<file path="src/rtl/lcm_pkg.sv">
package lcm_pkg;
    // Reciprocal gain: round(k / w), saturated, with tiny w forced to max.
    function automatic int recip_gain(input int w, input int k,
                                      input int min_code, input int max_val);
        int q;
        if (w < min_code) return max_val;
        q = (k + w / 2) / w;
        if (q > max_val) q = max_val;
        return q;
    endfunction
endpackage

</file>
<file path="src/rtl/lcm_coef_lut.sv">
module lcm_coef_lut #(
    parameter int CW       = 7,
    parameter int GAIN_K   = 8128,
    parameter int MIN_CODE = 4
) (
    input  logic [CW-1:0] code_i,
    output logic [CW-1:0] coef_o
);
    localparam int NUM  = 2 ** CW;
    localparam int MAXV = NUM - 1;

    logic [CW-1:0] tbl [NUM];

    for (genvar g = 0; g < NUM; g++) begin : g_ent
        assign tbl[g] = CW'(lcm_pkg::recip_gain(g, GAIN_K, MIN_CODE, MAXV));
    end

    assign coef_o = tbl[code_i];
endmodule

</file>
<file path="src/rtl/lcm_seq.sv">
module lcm_seq #(
    parameter int AW = 12
) (
    input  logic          clk,
    input  logic          rst_n,
    input  logic          line_en,
    input  logic          run,
    input  logic          train_n,
    input  logic          rom_mode,
    output logic          en_o,
    output logic          phase_o,
    output logic          full_o,
    output logic          train_o,
    output logic [AW-1:0] addr_o
);
    localparam logic [AW-1:0] LAST = {AW{1'b1}};

    typedef struct packed {
        logic          en;
        logic          ph;
        logic          full;
        logic          train;
        logic          arm;
        logic [AW-1:0] addr;
    } seq_t;

    seq_t s_d, s_q;

    always_comb begin
        s_d    = s_q;
        s_d.en = line_en;
        if (!line_en) begin
            s_d.ph    = 1'b0;
            s_d.full  = 1'b0;
            s_d.train = 1'b0;
            s_d.addr  = '0;
            s_d.arm   = s_q.arm | ~train_n;
        end else if (!s_q.en) begin
            s_d.ph    = 1'b0;
            s_d.full  = 1'b0;
            s_d.addr  = '0;
            s_d.train = (s_q.arm | ~train_n) & ~rom_mode;
            s_d.arm   = 1'b0;
        end else begin
            s_d.arm = s_q.arm | ~train_n;
            if (run && !s_q.full) begin
                if (s_q.ph) begin
                    s_d.ph = 1'b0;
                    if (s_q.addr == LAST) s_d.full = 1'b1;
                    else                  s_d.addr = s_q.addr + 1'b1;
                end else begin
                    s_d.ph = 1'b1;
                end
            end
        end
    end

    always_ff @(posedge clk) begin
        if (!rst_n) s_q <= '0;
        else        s_q <= s_d;
    end

    assign en_o    = s_q.en;
    assign phase_o = s_q.ph;
    assign full_o  = s_q.full;
    assign train_o = s_q.train;
    assign addr_o  = s_q.addr;
endmodule

</file>
<file path="src/rtl/lcm_ctrl.sv">
module lcm_ctrl #(
    parameter int AW       = 12,
    parameter int CW       = 7,
    parameter int GAIN_K   = 8128,
    parameter int MIN_CODE = 4
) (
    input  logic          clk,
    input  logic          rst_n,
    input  logic          line_en,
    input  logic          train_n,
    input  logic          run,
    input  logic          rom_mode,
    input  logic [CW-1:0] white_code,
    input  logic [CW-1:0] coef_in,
    output logic [AW-1:0] mem_addr,
    output logic          mem_oe,
    output logic          mem_wr,
    output logic [CW-1:0] coef_out,
    output logic          coef_drv,
    output logic          pix_stb,
    output logic [CW-1:0] coef_rd,
    output logic          out_valid
);
    typedef struct packed {
        logic [CW-1:0] wcoef;
        logic [CW-1:0] rd;
        logic          vld;
    } dp_t;

    logic          en, ph, full, train, act, rd_now;
    logic [CW-1:0] lut_coef;
    dp_t           d_d, d_q;

    lcm_seq #(.AW(AW)) u_seq (
        .clk      (clk),
        .rst_n    (rst_n),
        .line_en  (line_en),
        .run      (run),
        .train_n  (train_n),
        .rom_mode (rom_mode),
        .en_o     (en),
        .phase_o  (ph),
        .full_o   (full),
        .train_o  (train),
        .addr_o   (mem_addr)
    );

    lcm_coef_lut #(.CW(CW), .GAIN_K(GAIN_K), .MIN_CODE(MIN_CODE)) u_lut (
        .code_i (white_code),
        .coef_o (lut_coef)
    );

    assign act    = en & ~full;
    assign rd_now = act & ~train & ~ph & run;

    always_comb begin
        d_d       = d_q;
        d_d.wcoef = lut_coef;
        d_d.vld   = rd_now;
        if (rd_now) d_d.rd = coef_in;
    end

    always_ff @(posedge clk) begin
        if (!rst_n) d_q <= '0;
        else        d_q <= d_d;
    end

    assign mem_oe    = act & ~train & ~ph;
    assign mem_wr    = act & train & ph & run & ~rom_mode;
    assign coef_drv  = act & train & ~rom_mode;
    assign pix_stb   = act & ph & run;
    assign coef_out  = d_q.wcoef;
    assign coef_rd   = d_q.rd;
    assign out_valid = d_q.vld;
endmodule

</file>
<file path="config.mk">
export PLATFORM = sky130hd
export DESIGN_NAME = lcm_ctrl
export DESIGN_NICKNAME = d
export VERILOG_FILES = /design/src/rtl/lcm_pkg.sv /design/src/rtl/lcm_coef_lut.sv /design/src/rtl/lcm_seq.sv /design/src/rtl/lcm_ctrl.sv
export SDC_FILE = /design/constraint.sdc
export NUM_CORES = 1
export LEC_CHECK = 0
export CORE_UTILIZATION = 44
export DETAILED_ROUTE_END_ITERATION = 10
export PLACE_DENSITY = 0.83
export SYNTH_ARGS = -nofsm -noshare
export SYNTH_HDL_FRONTEND = slang
export SYNTH_SLANG_ARGS = --single-unit
</file>
<file path="constraint.sdc">
create_clock -name clk -period 1.8 [get_ports clk]
set_clock_uncertainty 0.05 [all_clocks]
set_input_delay 0.45 -clock clk [delete_from_list [all_inputs] [get_ports clk]]
set_output_delay 0.45 -clock clk [all_outputs]
set_load 0.05 [all_outputs]
</file>
==> flow_metrics.tcl <==
set metrics [dict create \
    portBuffers 50 \
    min-delay-start "coef_rd[4]" \
    wl_per_cell_um 15.2 \
    wl_met1_um 2190 \
    synth_enable_flop_cells 0 \
    fin_area_um2 3030 \
    period_share 0.983 \
    cts-htree-levels 2 \
    period_minus_slack_ns 1.77 \
    ctsHoldBuffers 0 \
    final_nets 340 \
    powerDensity_nw_per_um2 570 \
    grt_max_degree 17 \
    drt-initial-drc-count 102 \
    root_buffer "clkbuf_8" \
    numCtsBuffers 5 \
    dr.pass1.iters 4 \
    ys_ff_latch 32 \
    antenna_left 0 \
    num_rows 24 \
    end_kind "primary output" \
    setup_viol 0 \
    max_freq_mhz 565 \
    synthCells 229 \
    worstMarginPinSlew_ns 0.498 \
    grt_pass1_vias 1951 \
    core_area_um2 4320 \
    start_util 0.457 \
    vias_per_cell 5.46 \
    path_max_fanout 4 \
    gp_congestion 0.876 \
    critical_path.startpoint "run" \
    synth_area_leaders "dfxtp_1 (32%), ha_1 (7.0%), a21oi_1 (5.6%)" \
    synthArstFlopShare 0 \
    power_leakage_nw 1.28 \
    met3RoutedLength_um 162 \
    wl_um 5500 \
    hp-class "reg -> reg" \
    placedInstanceArea_um2 2830 \
    critical_path_arrival_ns 1.27 \
    post-dp-hpwl_um 4000 \
    yosys.area.top_type "dfxtp_1" \
    die_w_um 69.1 \
    vdd_drop_max_uv 318 \
    grt_use_total 0.230 \
    die-area_um2 4770 \
    clk_latency_ns 0.28 \
    vias 1977 \
    whs_ns 0.410 \
    ys_dominant_reg_cell "dfxtp_1" \
    synth.distinct_cells 55 \
    dr.max_layer_used "met4" \
    path_class "in -> out" \
    grt_pass1_wl_um 8850 \
    cts_tree "built" \
    final_util 0.701 \
    clk_pin_slew_ns 0.06 \
    area_growth_pct 53.1 \
    syn-num-nets 260 \
    layout_common_cells "buf_4 (63), dfxtp_1 (29), a21oi_1 (22), nand2_1 (21), clkdlybuf4s50_1 (13)" \
    clockBufferDepth 2 \
    mostFrequentLayoutCell "buf_4" \
    cts.sinks 32 \
    finalHoldViolations 0 \
    avgSynthCellArea_um2 8.64 \
    drive_gt1_frac 0.371 \
    worstReg2RegStart "u_seq.full_o" \
    wl_met2_um 3020 \
    worst_setup_path_start_kind "primary input" \
    slew_headroom 0.665 \
    yosysSeqAreaShare 0.324 \
    max-cap-violations 0 \
    diodes 0 \
    antenna_found_initial 0 \
    die_h_um 69.1 \
    io_pins 51 \
    syn_area_um2 1980 \
    synth-warning-count 0 \
    required_ns 1.30 \
    grt_overflow_total 0 \
    synth_top_area_share 0.324 \
    remaining_drc_errors 0 \
    drv_slew 0 \
    status "finished, final reports clean" \
]
-- per-layer routing --
metal  track usage  vias to the layer above
met2         0.427                       45
met4        0.0975                        0
met1         0.249                      936
li1              -                      984
met5             0                        -
met3        0.0468                       12
-- metrics by stage --
step | std cells | setup WS, ns | TNS (ns) | total power [mW]
6_report | 362 | 0.0306 | 0 | 1.73
5_1_grt | 362 | -0.00477 | -0.00619 | 1.80
4_1_cts | 359 | 0.00460 | 0 | 1.71
3_5_place_dp | 349 | -0.646 | -5.51 | 1.15
3_3_place_gp | 349 | -0.615 | -5.27 | 1.14
2_1_floorplan | 229 | -0.127 | -0.592 | 0.978
-- cell families (layout without fill, tap and decap cells) --
family,count (synthesis),after routing,synth area share
buffers and inverters,33,114,0.0892
adder cells (fa/ha/maj),11,11,0.0696
AND/OR/NAND/NOR,83,83,0.239
multiplexers,8,8,0.0607
XOR/XNOR,2,2,0.00886
AO/OA/AOI/OAI,60,60,0.209
flip-flops,32,32,0.324
-- state kept, by name, summed over array words and instances (netlist names) --
| register | flops |
|---|---|
| u_seq.s_q | 1 |
| out_valid | 1 |
| u_seq.full_o | 1 |
| coef_rd | 7 |
| u_seq.en_o | 1 |
| coef_out | 7 |
| u_seq.phase_o | 1 |
| u_seq.train_o | 1 |
| u_seq.addr_o | 12 |
-- what timing repair did --
action,4_1_cts,5_1_grt
pin swaps,4,5
setup buffers,2,3
gates resized for setup,12,17
endpoints found under the setup margin,10,5
-- synthesized netlist by cell type (2+ instances only) --
cell type  number
a31oi_1         2
mux4_2          3
nand2_1        22
o2111ai_1       2
or4_1           2
a211oi_1        2
and2_1          4
a2111oi_0       2
dfxtp_1        32
o31ai_1         3
inv_1           9
a31o_2          2
a21oi_1        22
o211a_1         2
nand2b_1        5
o21a_1          2
and3_1          3
buf_4          12
o211ai_1        2
a21o_1          2
clkbuf_1        5
mux2_2          2
o21bai_1        2
and4_1          2
buf_2           6
a311oi_1        4
nor3_1          5
mux2i_1         3
nor2b_1         5
nor2_1         11
o21ai_0         4
nand3_1         8
nand4_1         2
xnor2_1         2
nand3b_1        3
ha_1           11
-- report_power, final --
| part | internal [mW] | leakage, nW | switching (mW) |
|---|---|---|---|
| Combinational | 0.190 | 0.973 | 0.223 |
| Clock | 0.312 | 0.0455 | 0.261 |
| Sequential | 0.730 | 0.263 | 0.0120 |
| Total | 1.23 | 1.28 | 0.496 |
-- worst max-delay path, stage by stage --
cell,delay [ns]
dlygate4sd2_1,0.27
and3b_2,0.21
and2_1,0.18
buf_12,0.15
-- cell type report --
cell class              count  area, um2
well taps                  52       65.1
repair buffers             97        932
multi-input cells         164       1260
clock buffers               8       90.1
fillers                   318       1290
inverters                   9       37.5
flip-flops and latches     32        644
-- final timing paths --
kind | end | slack (ns) | cells past startpoint
worst min register to register | coef_rd[4] | 0.41 | 2
worst max register to register | u_seq.addr_o[4] | 0.12 | 7
worst max-delay path | pix_stb | 0.03 | 4
worst min-delay path | coef_rd[4] | 0.41 | 2
Power figures use the tool's default switching activity.
